===== src/rtl/wdog_pkg.sv =====
package wdog_pkg;

    localparam int PRE_BITS = 8;
    localparam int SEL_BITS = $clog2(PRE_BITS);

    // control shared by both counters
    typedef struct packed {
        logic hold;   // watchdog disabled: keep counters at zero
        logic clear;  // kick or timeout: restart counters
    } wdog_ctl_t;

endpackage


===== src/rtl/wdog_prescaler.sv =====
module wdog_prescaler
    import wdog_pkg::*;
#(
    parameter  int PRE_W = PRE_BITS,
    localparam int SEL_W = $clog2(PRE_W)
) (
    input  logic             clk_wdt,
    input  logic             rst_n,
    input  wdog_ctl_t        ctl,
    input  logic             pre_on,
    input  logic [SEL_W-1:0] pre_sel,
    output logic             tick
);

    typedef struct packed {
        logic [PRE_W-1:0] cnt;
    } pre_state_t;

    pre_state_t st_d, st_q;
    logic [PRE_W-1:0] tap;

    // tap i fires when the low i+1 bits are all ones: divide by 2^(i+1)
    for (genvar i = 0; i < PRE_W; i++) begin : g_tap
        assign tap[i] = &st_q.cnt[i:0];
    end

    assign tick = pre_on ? tap[pre_sel] : 1'b1;

    always_comb begin
        st_d = st_q;
        if (ctl.hold || ctl.clear || !pre_on) begin
            st_d.cnt = '0;
        end else begin
            st_d.cnt = st_q.cnt + 1'b1;
        end
    end

    always_ff @(posedge clk_wdt or negedge rst_n) begin
        if (!rst_n) begin
            st_q <= '0;
        end else begin
            st_q <= st_d;
        end
    end

    AST_PRE_IDLE_ZERO: assert property (@(posedge clk_wdt) disable iff (!rst_n)
        (ctl.hold || !pre_on) |=> (st_q.cnt == '0));

    AST_PRE_ADVANCES: assert property (@(posedge clk_wdt) disable iff (!rst_n)
        (!ctl.hold && !ctl.clear && pre_on) |=> (st_q.cnt == $past(st_q.cnt) + 1'b1));

endmodule


===== src/rtl/wdog_base_cnt.sv =====
module wdog_base_cnt
    import wdog_pkg::*;
#(
    parameter  int TIMEOUT = 16,
    localparam int CNT_W   = (TIMEOUT > 2) ? $clog2(TIMEOUT) : 1
) (
    input  logic             clk_wdt,
    input  logic             rst_n,
    input  wdog_ctl_t        ctl,
    input  logic             tick,
    output logic             expire,
    output logic [CNT_W-1:0] base_cnt
);

    localparam logic [CNT_W-1:0] LAST = CNT_W'(TIMEOUT - 1);

    typedef struct packed {
        logic [CNT_W-1:0] cnt;
    } base_state_t;

    base_state_t st_d, st_q;

    assign expire   = tick && (st_q.cnt == LAST);
    assign base_cnt = st_q.cnt;

    always_comb begin
        st_d = st_q;
        if (ctl.hold || ctl.clear) begin
            st_d.cnt = '0;
        end else if (tick) begin
            st_d.cnt = st_q.cnt + 1'b1;
        end
    end

    always_ff @(posedge clk_wdt or negedge rst_n) begin
        if (!rst_n) begin
            st_q <= '0;
        end else begin
            st_q <= st_d;
        end
    end

    AST_BASE_IN_RANGE: assert property (@(posedge clk_wdt) disable iff (!rst_n)
        st_q.cnt <= LAST);

    AST_BASE_WAITS_TICK: assert property (@(posedge clk_wdt) disable iff (!rst_n)
        (!tick && !ctl.hold && !ctl.clear) |=> $stable(st_q.cnt));

endmodule


===== src/rtl/wdog_timer.sv =====
module wdog_timer
    import wdog_pkg::*;
#(
    parameter  int TIMEOUT = 16,
    parameter  int PRE_W   = PRE_BITS,
    localparam int SEL_W   = $clog2(PRE_W),
    localparam int CNT_W   = (TIMEOUT > 2) ? $clog2(TIMEOUT) : 1
) (
    input  logic             clk_wdt,
    input  logic             rst_n,
    input  logic             wd_en,
    input  logic             pre_on,
    input  logic [SEL_W-1:0] pre_sel,
    input  logic             kick,
    input  logic             sleep,
    output logic             rst_req
);

    typedef struct packed {
        logic req;
    } top_state_t;

    top_state_t       st_d, st_q;
    wdog_ctl_t        ctl;
    logic             tick;
    logic             expire;
    logic [CNT_W-1:0] base_cnt;
    logic             sleep_unused;

    // the watchdog clock never stops, so sleep changes nothing here
    assign sleep_unused = sleep;

    always_comb begin
        ctl.hold  = !wd_en;
        ctl.clear = kick || expire;
        st_d      = st_q;
        st_d.req  = wd_en && !kick && expire;
    end

    always_ff @(posedge clk_wdt or negedge rst_n) begin
        if (!rst_n) begin
            st_q <= '0;
        end else begin
            st_q <= st_d;
        end
    end

    assign rst_req = st_q.req;

    wdog_prescaler #(
        .PRE_W   (PRE_W)
    ) i_pre (
        .clk_wdt (clk_wdt),
        .rst_n   (rst_n),
        .ctl     (ctl),
        .pre_on  (pre_on),
        .pre_sel (pre_sel),
        .tick    (tick)
    );

    wdog_base_cnt #(
        .TIMEOUT  (TIMEOUT)
    ) i_base (
        .clk_wdt  (clk_wdt),
        .rst_n    (rst_n),
        .ctl      (ctl),
        .tick     (tick),
        .expire   (expire),
        .base_cnt (base_cnt)
    );

    initial begin
        AST_TIMEOUT_MIN: assert (TIMEOUT >= 2);
    end

    AST_REQ_ONE_CYCLE: assert property (@(posedge clk_wdt) disable iff (!rst_n)
        rst_req |=> !rst_req);

    AST_REQ_RESTARTS: assert property (@(posedge clk_wdt) disable iff (!rst_n)
        rst_req |-> (base_cnt == '0));

    AST_KICK_WINS: assert property (@(posedge clk_wdt) disable iff (!rst_n)
        kick |=> (!rst_req && base_cnt == '0));

    AST_DISABLED_QUIET: assert property (@(posedge clk_wdt) disable iff (!rst_n)
        !wd_en |=> (!rst_req && base_cnt == '0));

endmodule


===== config.mk =====
export PLATFORM = sky130hd
export DESIGN_NAME = wdog_timer
export DESIGN_NICKNAME = d
export VERILOG_FILES = /design/src/rtl/wdog_pkg.sv /design/src/rtl/wdog_prescaler.sv /design/src/rtl/wdog_base_cnt.sv /design/src/rtl/wdog_timer.sv
export SDC_FILE = /design/constraint.sdc
export NUM_CORES = 1
export LEC_CHECK = 0
export BUFFER_PORTS_ARGS = -buffer_cell sky130_fd_sc_hd__buf_2
export CAP_MARGIN = 0
export CORE_UTILIZATION = 55
export CTS_BUF_LIST = sky130_fd_sc_hd__clkbuf_4
export DETAILED_ROUTE_END_ITERATION = 8
export PLACE_DENSITY = 0.75
export SYNTH_ARGS = -nofsm -noshare
export SYNTH_HDL_FRONTEND = slang
export SYNTH_SLANG_ARGS = --single-unit

===== constraint.sdc =====
create_clock -name clk_wdt -period 4.75 [get_ports clk_wdt]
set_input_delay 0.2375 -clock clk_wdt [delete_from_list [all_inputs] [get_ports clk_wdt]]
set_output_delay 0.2375 -clock clk_wdt [all_outputs]
set_load 0.02 [all_outputs]

# After elaboration in Yosys (flattened, before gate mapping)
# Index checks and enable logic that the tools add are counted.
# word_totals
regBits,13
wordCells,30
# op_classes
addsub,2
magnitude_cmp,1
n_eq_ne,1
muxes,6
n_reduce_logical,17
# ops
op,count
$add A8 B1 Y8 const B,1
$mux W4,2
$mux W8,1
$reduce_and A8 Y1,1
$reduce_and A7 Y1,1
$reduce_and A6 Y1,1
$reduce_and A5 Y1,1
$add A4 B1 Y4 const B,1
$eq A4 B4 Y1 const B,1
$lt A3 B4 Y1 const B,1
$reduce_and A4 Y1,1
$bmux W1 S3,1
$logic_and A1 B1 Y1,3
$logic_not A1 Y1,3
$logic_or A1 B1 Y1,3
$reduce_and A3 Y1,1
$mux W1,2
$reduce_and A2 Y1,1
$reduce_bool A2 Y1,1

# Depth between registers and ports, before layout
# depth
depth_word,9
depth_mapped,9
mapped_depth_nobuf,9

# Modules after synthesis
# A second synthesis with hierarchy kept.
# unflattened
cells_unflattened,69
area_unflattened_um2,739.5
# modules_own_cells
module,n_inst,cells_each,area_per_inst_um2
wdog_prescaler,1,46,457.9
wdog_base_cnt,1,19,236.5
wdog_timer,1,4,45.0

# Worst setup path after synthesis
# No wires, ideal clock.
# synth_path
path_type,flip-flop to flip-flop
startpoint,reg i_pre.st_q[0] in the netlist's numbering
endpoint,reg i_base.st_q (netlist bit i_base.base_cnt[3])
setup_ps,77
t_arrival_ps,1859
required_time_ps,4673
setup_slack_ps,2814
stages_incl_launch_ff,10
period_less_slack_ps,1936
path_cell_list,dfrtp_1 > ha_1 > nand3_1 > inv_1 > ha_1 > inv_1 > o221ai_1 > a221oi_4 > o21ai_0 > a21oi_1
# synth_between
elab_chain_cells,8
word_cells_on_any_way,15
cone_classes,mux: 4; reduce/logical: 11
# synth_lines
element,line,text
from (decl),wdog_prescaler.sv:19,"pre_state_t st_d, st_q;"
from (signal assigned),wdog_prescaler.sv:42,st_q <= st_d;
"$reduce_and A8 Y1, or another cell as far along",wdog_prescaler.sv:24,assign tap[i] = &st_q.cnt[i:0];
$bmux W1 S3 *,wdog_prescaler.sv:27,assign tick = pre_on ? tap[pre_sel] : 1'b1;
$mux W1 (not written as such) *,wdog_prescaler.sv:27,
$mux W1 *,wdog_prescaler.sv:27,
$logic_and A1 B1 Y1,wdog_base_cnt.sv:23,assign expire = tick && (st_q.cnt == LAST);
$logic_or A1 B1 Y1,wdog_timer.sv:35,ctl.clear = kick || expire;
$logic_or A1 B1 Y1,wdog_base_cnt.sv:28,if (ctl.hold || ctl.clear) begin
$mux W4 / $reduce_bool A2 Y1 (equally long branches),-,
to (signal assigned),wdog_base_cnt.sv:39,st_q <= st_d;
to (decl),wdog_base_cnt.sv:21,"base_state_t st_d, st_q;"
# Mark *: on every way between the ends. The rest lies on a longest branch, timed or not. The select of a mux whose other input is x is not followed.
# A chain may end at the register's enable or synchronous reset.

# Final worst setup path
# Same ends and word-level chain as after synthesis.

==> impl_metrics.yaml <==
timing:
  timing.slew.headroom_pct: 67.50
  finalMaxSlewViolations: 0
  finalSetupViolations: 0
  final_hold_viol_count: 0
  fin_tns_setup_ps: 0
  rsz0062_at_grt: "false"
  period_minus_slack_ps: 2207
  period_share_pct: 46.46
  holdWs_ps: 286.4
  skew_ps: 1.211
  max_freq_ghz: 0.4532
  worstMarginPinSlew_ps: 487.5
floorplanning:
  num_io_pins: 10
  start_util_pct: 62.39
  dieArea_mm2: 0.001478
  fp.dieW_um: 38.45
  rows: 12
  core_area_mm2: 0.001171
  die_h_um: 38.45
logic_synthesis:
  seq_area_frac_synth_pct: 44.52
  synth_top_area_share_pct: 44.52
  synth.avg_cell_area_um2: 9.743
  synthTopCellsByCount: "dfrtp_1 (13), nand3_1 (12), nor2_1 (10)"
  ys_ff_latch: 13
  syn_inst: 75
  ys_warn_count: 0
  yosys.area.top_type: "dfrtp_1"
  synth_area_leaders: "dfrtp_1 (45%), nand3_1 (8.2%), ha_1 (6.8%)"
  synth_ff_type: "dfrtp_1"
  netlist_area_um2: 730.7
  synth_edf_count: 0
  syn_nets: 88
  ys_async_sr_fraction_pct: 100.0
  synth.distinct_cells: 24
  synthMostInstantiatedCell: "dfrtp_1"
worst_setup_path:
  crit_type: "reg -> reg"
  cp.required_ps: 4960
  cp-start-kind: "register"
  cp_max_fo: 10
  cp-end-kind: "register"
  crit_arrival_ps: 2410
power:
  leakage_uw: 0.0003814
  power_frac_seq_pct: 54.6
  swShare_pct: 23.99
  p_per_area_mw_per_mm2: 249.9
  p_sw_uw: 49.66
  max-vdd-ir-drop_v: 0.0001870
  p_clk_share_pct: 36.1
  power.internal_uw: 157.3
  pwr-share-comb_pct: 9.4
job:
  maxCapViolations: 0
route:
  wl_um: 1330
  ant_nets: 0
  post_drt_wl_per_cell_um: 13.04
  via_per_inst: 5.598
  drc: 0
  vias: 571
  drt_iter0_drc: 11
  first_pass_iters: 4
run_status:
  status: "finished, final reports clean"
clock_network:
  clk_latency_ps: 270
  path_clk_slew_ps: 80
  cts_hold_buf: 1
  cts_tree: "yes"
  cts_resized: 0
  cts-htree-levels: 1
  cts.sink_count: 13
  root_buffer: "clkbuf_4"
  cts_buffers: 3
  cts_setup_buffers: 0
  cts_buffer_depth: 2
global_routing:
  grt_pass1_vias: 482
  gr-usage-all-layers_pct: 22.56
  grt_max_degree: 14
  grt_antenna_before_repair: 0
  grt_pass1_wl_um: 2139
  overflow: 0
cells_and_area:
  n_fill_cell: 98
  n_antenna_cell: 0
  layout-drive-gt1-share_pct: 17.05
  final_area_um2: 828.3
  instances_no_fill: 102
  area_growth_pct: 13.36
  finalNetCount: 102
placed_design:
  io_buffer_count: 8
  gp_congestion: 0.7419
  placed_area_um2: 788.3
  dp_cells: 97
  dp_hpwl_um: 977.9
worst_hold_path:
  hold_path.class: "in -> reg"
## power groups by stage
| stage | clock network, uW | logic, uW | registers [uW] |
|---|---|---|---|
| after floorplan | 0 | 10.6 | 115 |
| after global placement | 0 | 18.3 | 115 |
| after detailed placement | 0 | 18.9 | 115 |
| after CTS | 75.7 | 19.6 | 113 |
| after global routing | 82.0 | 21.9 | 113 |
| final | 74.6 | 19.4 | 113 |
## final cells by class
cell class                 count  area, um^2  share of cell area [%]
inverter                       8       30.03                   3.625
sequential                    13       325.3                   39.27
multi-input combinational     54       375.4                   45.32
tap                           14       17.52                   2.115
clock buffer                   4       30.03                   3.625
timing repair buffer           9       50.05                   6.042
## critical path, cell delays in order (launching register included)
cell and delay (ps):
dfrtp_1 430, ha_1 300, nand3_1 160, inv_1 60, ha_1 170, inv_1 50, o221ai_1 150, a221oi_4 510
o21ai_0 170, a21oi_1 140
## state kept, by name (all words and copies together), names as in the netlist
register,flops
i_base.base_cnt,4
i_pre.st_q,8
rst_req,1
## worst paths after layout
check	start	endpoint	slack, ps	depth (start not counted)
max	i_pre.st_q[0]	i_base.base_cnt[3]	2540	9
min	pre_on	i_pre.st_q[4]	290	3
max reg2reg	i_pre.st_q[0]	i_base.base_cnt[3]	2540	9
min reg2reg	i_pre.st_q[0]	i_pre.st_q[0]	530	1
max in group asynchronous	rst_n	i_pre.st_q[3]	4160	2
min in group asynchronous	rst_n	i_base.base_cnt[3]	370	2
## routing by layer
metal / routed length, um / vias up / track usage, %
li1: - / 288 / -
met1: 682 / 260 / 31.46
met2: 545 / 19 / 30.51
met3: 64 / 4 / 5.233
met4: 38 / 0 / 15.52
met5: 0 / - / 0
## placed cells by master (no fill, tap or decap), types with 2 or more instances in the layout
cell type and instances:
nor2_1 10, o21ai_0 2, nand2_1 2, clkbuf_4 4, ha_1 4, inv_1 8
buf_2 8, or3_1 2, nand3_1 12, dfrtp_1 13, xor2_1 3, a21oi_1 4
o21ai_1 2
## metrics by stage
stage | power [uW] | worst slack (ps) | utilization, %
finish | 207.0 | 2543 | 70.73
global route | 217.1 | 2309 | 70.73
CTS | 208.3 | 2561 | 70.73
detailed placement | 134.1 | 2592 | 67.31
global placement | 133.5 | 2619 | 67.31
floorplan | 125.5 | 2814 | -
## kinds of logic after synthesis
group / synth area share [%]
AOI/OAI and AO/OA: 17.12
xor gates and xnor gates: 4.795
adders and majority gates: 6.850
buffers and inverters: 4.110
DFF: 44.52
muxes: 1.370
and+or+nand+nor: 21.24
Note: power is estimated with default switching activity, not from simulation.
